**config.mk**
```make
export PLATFORM = sky130hd
export DESIGN_NAME = sticky_irq_status
export DESIGN_NICKNAME = d
export VERILOG_FILES = /design/src/rtl/sis_pkg.sv /design/src/rtl/sis_rd_decode.sv /design/src/rtl/sis_stat_reg.sv /design/src/rtl/sis_irq_merge.sv /design/src/rtl/sticky_irq_status.sv
export SDC_FILE = /design/constraint.sdc
export NUM_CORES = 1
export LEC_CHECK = 0
export BUFFER_PORTS_ARGS = -buffer_cell sky130_fd_sc_hd__buf_2
export CORE_MARGIN = 1.5
export CORE_UTILIZATION = 44
export DETAILED_ROUTE_END_ITERATION = 12
export GPL_TIMING_DRIVEN = 0
export PLACE_DENSITY_LB_ADDON = 0.08
export SKIP_LAST_GASP = 1
export SYNTH_ARGS = -nofsm -noshare
export SYNTH_HDL_FRONTEND = slang
export SYNTH_HIERARCHICAL = 1
export SYNTH_SLANG_ARGS = --single-unit
```
**constraint.sdc**
```tcl
create_clock -name clk -period 2 [get_ports clk]
set_input_delay 0.3 -clock clk [delete_from_list [all_inputs] [get_ports clk]]
set_output_delay 0.3 -clock clk [all_outputs]
set_load 0.05 [all_outputs]
```
**src/rtl/sis_pkg.sv**
```systemverilog
package sis_pkg;
  localparam int STAT_W = 8;

  function automatic int reg_count(input int num_ch);
    return (num_ch + STAT_W - 1) / STAT_W;
  endfunction
endpackage

```
**src/rtl/sis_rd_decode.sv**
```systemverilog
module sis_rd_decode #(
  parameter int NUM_REGS      = 2,
  parameter int ADDR_W        = 8,
  parameter int PRI_BASE      = 'h43,
  parameter int MIR_BASE      = 'h4C,
  parameter bit MIRROR_CLEARS = 1'b0
) (
  input  logic              rd_en,
  input  logic [ADDR_W-1:0] rd_addr,
  output logic [NUM_REGS-1:0] sel,
  output logic [NUM_REGS-1:0] clr
);
  for (genvar r = 0; r < NUM_REGS; r++) begin : g_dec
    localparam logic [ADDR_W-1:0] PA = ADDR_W'(PRI_BASE + r);
    localparam logic [ADDR_W-1:0] MA = ADDR_W'(MIR_BASE + r);
    logic hit_pri, hit_mir;
    assign hit_pri = (rd_addr == PA);
    assign hit_mir = (rd_addr == MA);
    assign sel[r]  = hit_pri | hit_mir;
    if (MIRROR_CLEARS) begin : g_mclr
      assign clr[r] = rd_en & (hit_pri | hit_mir);
    end else begin : g_pclr
      assign clr[r] = rd_en & hit_pri;
    end
  end
endmodule

```
**src/rtl/sis_stat_reg.sv**
```systemverilog
module sis_stat_reg #(
  parameter int W = 8
) (
  input  logic         clk,
  input  logic         rst_n,
  input  logic         set_en,
  input  logic [W-1:0] set_bits,
  input  logic         clr_en,
  output logic [W-1:0] q
);
  logic [W-1:0] kept, fresh;

  always_comb begin
    kept  = clr_en ? '0 : q;
    fresh = set_en ? set_bits : '0;
  end

  // set has priority over clear: fresh is ORed after the clear is applied
  always_ff @(posedge clk or negedge rst_n) begin
    if (!rst_n) q <= '0;
    else        q <= kept | fresh;
  end
endmodule

```
**src/rtl/sis_irq_merge.sv**
```systemverilog
module sis_irq_merge #(
  parameter int NUM_CH = 16
) (
  input  logic [NUM_CH-1:0] stat,
  input  logic [NUM_CH-1:0] mask,
  output logic              irq
);
  logic [NUM_CH-1:0] live;
  assign live = stat & ~mask;
  assign irq  = |live;
endmodule

```
**src/rtl/sticky_irq_status.sv**
```systemverilog
module sticky_irq_status #(
  parameter int NUM_CH        = 16,
  parameter int ADDR_W        = 8,
  parameter int PRI_BASE      = 'h43,
  parameter int MIR_BASE      = 'h4C,
  parameter bit MIRROR_CLEARS = 1'b0
) (
  input  logic              clk,
  input  logic              rst_n,
  input  logic              conv_done,
  input  logic [NUM_CH-1:0] viol,
  input  logic [NUM_CH-1:0] mask,
  input  logic              rd_en,
  input  logic [ADDR_W-1:0] rd_addr,
  output logic [7:0]        rd_data,
  output logic              irq
);
  import sis_pkg::*;
  localparam int NUM_REGS = reg_count(NUM_CH);
  localparam int PAD_W    = NUM_REGS * STAT_W;

  logic [NUM_REGS-1:0]   sel, clr;
  logic [PAD_W-1:0]      viol_pad;
  logic [PAD_W-1:0]      stat_pad;
  logic [NUM_CH-1:0]     stat_q;

  assign viol_pad = PAD_W'(viol);

  sis_rd_decode #(
    .NUM_REGS(NUM_REGS), .ADDR_W(ADDR_W), .PRI_BASE(PRI_BASE),
    .MIR_BASE(MIR_BASE), .MIRROR_CLEARS(MIRROR_CLEARS)
  ) u_dec (
    .rd_en(rd_en), .rd_addr(rd_addr), .sel(sel), .clr(clr)
  );

  for (genvar r = 0; r < NUM_REGS; r++) begin : g_reg
    sis_stat_reg #(.W(STAT_W)) u_reg (
      .clk(clk), .rst_n(rst_n),
      .set_en(conv_done),
      .set_bits(viol_pad[r*STAT_W +: STAT_W]),
      .clr_en(clr[r]),
      .q(stat_pad[r*STAT_W +: STAT_W])
    );
  end

  assign stat_q = stat_pad[NUM_CH-1:0];

  always_comb begin
    rd_data = '0;
    for (int r = 0; r < NUM_REGS; r++) begin
      if (sel[r]) rd_data = rd_data | stat_pad[r*STAT_W +: STAT_W];
    end
  end

  sis_irq_merge #(.NUM_CH(NUM_CH)) u_irq (
    .stat(stat_q), .mask(mask), .irq(irq)
  );
endmodule

```
### Word-level counts from Yosys, hierarchy flattened

Index checks and enable logic that the tools add are counted.

| operators by class | value |
|---|---|
| divide/modulo/power cells | 0 |
| multiplexer cells | 6 |
| multiply operators | 0 |
| shift-type cells | 0 |
| $add $sub $neg | 0 |
| reductions and logical operators | 1 |
| magnitude comparators | 0 |
| equal/unequal tests | 4 |
| bitwise gates (word level) | 9 |

Operator list:

| cell | count |
|---|---|
| 8-bit 2-to-1 mux | 6 |
| 8-bit by 7-bit == test with 1-bit output, second input constant | 4 |
| 8-bit OR | 3 |
| 16-bit AND | 1 |
| 16-bit NOT | 1 |
| 16-bit OR reduction | 1 |
| 1-bit AND | 2 |
| 1-bit OR | 2 |

| word-level totals | value |
|---|---|
| bits in latches | 0 |
| memories | 0 |
| logic and storage cells | 22 |
| bits in read-only memories | 0 |
| bits in writable memories | 0 |
| register bits | 16 |
| bits of input ports | 44 |

### Logic depth before layout (Yosys ltp)

| depth | value |
|---|---|
| depth in word-level cells | 5 |
| mapped depth | 4 |
| depth with buffers taken out | 3 |

### Hierarchy

Netlist, hierarchy kept.

Modules (own cells, without submodules):

| module | seq. area each (um2) | times used | area an instance (um2) | cells each |
|---|---|---|---|---|
| sis_stat_reg | 200.2 | 2 | 311.5 | 33 |
| sis_irq_merge | 0.0 | 1 | 178.9 | 21 |
| sis_rd_decode | 0.0 | 1 | 96.3 | 11 |
| sticky_irq_status | 0.0 | 1 | 92.6 | 10 |

### Least setup slack after synthesis

OpenSTA, ideal clock, no wires.

| path | value |
|---|---|
| path type | input to output |
| start | input rd_addr[5] |
| end | output rd_data[0] |
| slack | 40 ps |
| buffers on the path | 1 |
| stages | 4 |
| arrival time | 1660 ps |
| path through | or4b_4 nor3_1 buf_6 a22o_1 |

| on the way | value |
|---|---|
| elaborated cells on any way between the ends | 9 |
| classes of those cells | eq/ne (4); mux (2); bitwise (3) |

RTL lines:

| element | line | source |
|---|---|---|
| start, declared | sticky_irq_status.sv:14 | `input logic [ADDR_W-1:0] rd_addr,` |
| 8-bit by 7-bit == test with 1-bit output, on equally long branches | sis_rd_decode.sv:17, sis_rd_decode.sv:18 |  |
| 1-bit OR * | sis_rd_decode.sv:19 | `assign sel[r] = hit_pri \| hit_mir;` |
| net sel[1] | sticky_irq_status.sv:22 | `logic [NUM_REGS-1:0] sel, clr;` |
| 8-bit 2-to-1 mux * | sticky_irq_status.sv:51 | `if (sel[r]) rd_data = rd_data \| stat_pad[r*STAT_W +: STAT_W];` |
| end, declared | sticky_irq_status.sv:15 | `output logic [7:0] rd_data,` |

The timed path passes the listed nets; every way through them passes the cells marked *.

### Final worst setup path

| path | value |
|---|---|
| start | input rd_addr[5] |
| end | output rd_data[4] |

The elaborated chain is that of the path after synthesis.

==> results.sh <==
export IMPL_outcome="finished, final reports clean"
export IMPL_power_density_nw_per_um2=471.7
export IMPL_route_detailed_drc=0
export IMPL_crit_buf_inv=3
export IMPL_setup_violations=0
export IMPL_ys_types=18
export IMPL_drtPass1Iterations=3
export IMPL_fin_crit_sh_pct=97.36
export IMPL_crit_reg2reg_capture="g_reg[1].u_reg/q[5]"
export IMPL_start_util_pct=48.53
export IMPL_yosys_top_cells_area="dfrtp_1 40%, inv_1 7.6%, a22o_1 7.1%, nand2_1 6.4%, a2111oi_2 6.1%"
export IMPL_finalHoldViolations=0
export IMPL_synth_top_family_by_area="simple AND/OR/NAND/NOR gates"
export IMPL_worstMarginPinSlew_ns=0.6949
export IMPL_synth_edf_count=0
export IMPL_yosys_warnings=6
export IMPL_area_delta_synth_final_pct=39.02
export IMPL_cts_sinks=16
export IMPL_end_kind="output port"
export IMPL_vias=937
export IMPL_hold_depth=3
export IMPL_yosysSeqAreaShare_pct=40.40
export IMPL_max_freq_mhz=513.6
export IMPL_synth_most_common_cell="inv_1"
export IMPL_grt_busiest_layer="met2"
export IMPL_detail_route_antenna_nets=0
export IMPL_cap_viol_max_count=0
export IMPL_routabilityCongestion=0.8284
export IMPL_rr_worst_depth=2
export IMPL_dr_first_iter_drc_count=12
export IMPL_min_to="g_reg[0].u_reg/q[7]"
export IMPL_async_flop_share_pct=100.0
export IMPL_synth_top_area_share_pct=40.40
export IMPL_largest_register="g.u_reg/q"
export IMPL_wl_um=2407
export IMPL_cts_buffer_depth=2
export IMPL_die_area_um2=2546
export IMPL_critical_path_most_common_cell="buf_6"
export IMPL_crit_type="in -> out"
export IMPL_synth_area_um2=991.0
export IMPL_muxShareOfSynthArea_pct=0
export IMPL_grt_usage_pct=21.84
export IMPL_ir_drop_mv=0.3344
export IMPL_io_pins=53
export IMPL_rsz0062_at_grt="false"
export IMPL_cpMaxStageDelayCell="or4b_4"
export IMPL_slowest_delay_ns=0.56
export IMPL_grt_pass1_wl_um=4160
export IMPL_synthCells=108
export IMPL_synth_seq_cells=16
export IMPL_synth_avg_cell_area_um2=9.175
export IMPL_final_util_pct=67.46
export IMPL_die_w_um=50.46
export IMPL_insertion_delay_ns=0.28
export IMPL_yosys_most_used_dff="dfrtp_1"
export IMPL_synthSimpleGateAreaFrac_pct=24.87
export IMPL_clk_pin_slew_ns=0.09
export IMPL_synth_xor_area_share_pct=0.8838
export IMPL_post_cts_buffers=0
export IMPL_cp_top_family="simple AND/OR/NAND/NOR gates"
export IMPL_clockRootBuffer="clkbuf_4"
export IMPL_dp_cells=186
export IMPL_whs_ns=0.2182
export IMPL_synthAdderAreaFrac_pct=0
export IMPL_wire_per_inst_um=12.60
export IMPL_use_met1_pct=26.34
export IMPL_rrSetupSlack_ns=1.30
export IMPL_final_layout_size_suffix_gt1_share_pct=42.68
export IMPL_via_per_inst=4.906
export IMPL_finalNonFillerCells=191
export IMPL_r2r_start="g_reg[1].u_reg/q[5]"
export IMPL_grt_max_degree=17
export IMPL_synth_nets=152
export IMPL_diodes=0
export IMPL_fin_skew_ns=0
export IMPL_worst_slack_ns=0.05284
export IMPL_reg_top3="g.u_reg/q (16)"
export IMPL_nets=209
export IMPL_cp_data_arrival_time_ns=1.65
export IMPL_min_delay_start="viol[7]"
export IMPL_critPathMaxFanout=8
export IMPL_cp_start_kind="input port"
export IMPL_fin_crit_ns=1.947
export IMPL_power_leakage_nw=0.7456
export IMPL_worst_ep_required_time_ns=1.70
export IMPL_synth_top_area_cell="dfrtp_1"
export IMPL_synth_compound_area_share_pct=21.72
export IMPL_cp_cell_sequence="buf_2 -> or4b_4 -> nor3_2 -> buf_6 -> a22o_1 -> buf_6"
export IMPL_dp_hpwl_um=1966
export IMPL_cts_buffers_inserted=3
export IMPL_grt_pass1_vias=976
export IMPL_rows=16
export IMPL_use_met2_pct=39.25
export IMPL_cts_tree="yes"
export IMPL_die_h_um=50.46
export IMPL_max_slew_margin_rel_pct=53.29
export IMPL_h_tree_depth=1
export IMPL_dp_slack_ns=-0.05841
export IMPL_portBuffers=51
export IMPL_min_path_type="in -> reg"
export IMPL_synth_common_cells="20 x inv_1, 17 x nand2_1, 16 x dfrtp_1"
export IMPL_slew_violations=0
export IMPL_finalPower_mw=0.6498
export IMPL_grt_overflow_total=0
export IMPL_core_um2=2042
export IMPL_largest_register_ffs=16
export IMPL_antenna_found_initial=0
export IMPL_use_met3_pct=3.869
through the flow:
step | TNS, ns | cell area [µm²]
after CTS | 0 | 1351
after global routing | 0 | 1378
after floorplan | 0 | 991.0
final | 0 | 1378
after global placement | -0.4603 | 1280
after detailed placement | -0.4267 | 1280
area by class of cell:
cell class | count | area [µm²]
Clock buffer | 4 | 36.28
Sequential cell | 16 | 400.4
Inverter | 20 | 75.07
Multi-Input combinational cell | 68 | 475.5
Tap cell | 27 | 33.78
Fill cell | 195 | 664.4
Timing Repair Buffer | 52 | 311.5
Buffer | 4 | 45.04
logic make-up (layout without fill, tap and decap cells):
logic type,count (synthesis),count (layout)
AO/OA/AOI/OAI,29,29
AND/OR/NAND/NOR,38,38
XOR/XNOR,1,1
buffers and inverters,24,80
flip-flops,16,16
what timing repair did:
item | 4_1_cts | 5_1_grt
hold buffers | 1 | 0
gates resized for setup | 9 | 7
setup endpoints to repair | 8 | 7
endpoints found under the hold margin | 16 | 0
power breakdown:
group	leakage [nW]	internal, mW	total [mW]	switching [mW]
Clock	0.0210	0.111	0.210	0.0990
Combinational	0.584	0.0581	0.113	0.0547
Sequential	0.141	0.325	0.327	0.00191
Total	0.746	0.494	0.650	0.156
worst min-delay path, cell delays in order:
cell	delay, ns
buf_2	0.07
nand2_1	0.04
o21ai_0	0.06
routing by layer:
layer,part of all wire [%],up-vias,wire length [µm]
met5,0,-,0
met4,1.1,0,27
met3,5.4,4,131
met2,51,34,1235
met1,42,427,1013
li1,-,472,-
how the worst max path moves through the flow:
stage | startpoint | endpoint | slack [ns] | cells past startpoint
after floorplan | rd_addr[5] | rd_data[0] | 0.04 | 4
after global placement | rd_addr[5] | rd_data[4] | -0.07 | 6
after detailed placement | rd_addr[5] | rd_data[3] | -0.06 | 6
after CTS | rd_addr[5] | rd_data[3] | 0.05 | 6
after global routing | rd_addr[5] | rd_data[4] | 0.002 | 6
final | rd_addr[5] | rd_data[4] | 0.05 | 6
cells in the final DEF, fill, tap and decap left out, types with 3 or more instances in the layout:
master | synthesis | final
a2111oi_2 | 4 | 4
a22o_1 | 8 | 8
buf_2 | 0 | 43
buf_6 | 4 | 11
clkbuf_4 | 0 | 3
dfrtp_1 | 16 | 16
inv_1 | 20 | 20
nand2_1 | 17 | 17
nor2b_1 | 9 | 9
nor2b_4 | 3 | 3
o21ai_0 | 8 | 8
o21ai_1 | 8 | 8
Note: power is estimated with default switching activity, not from simulation.
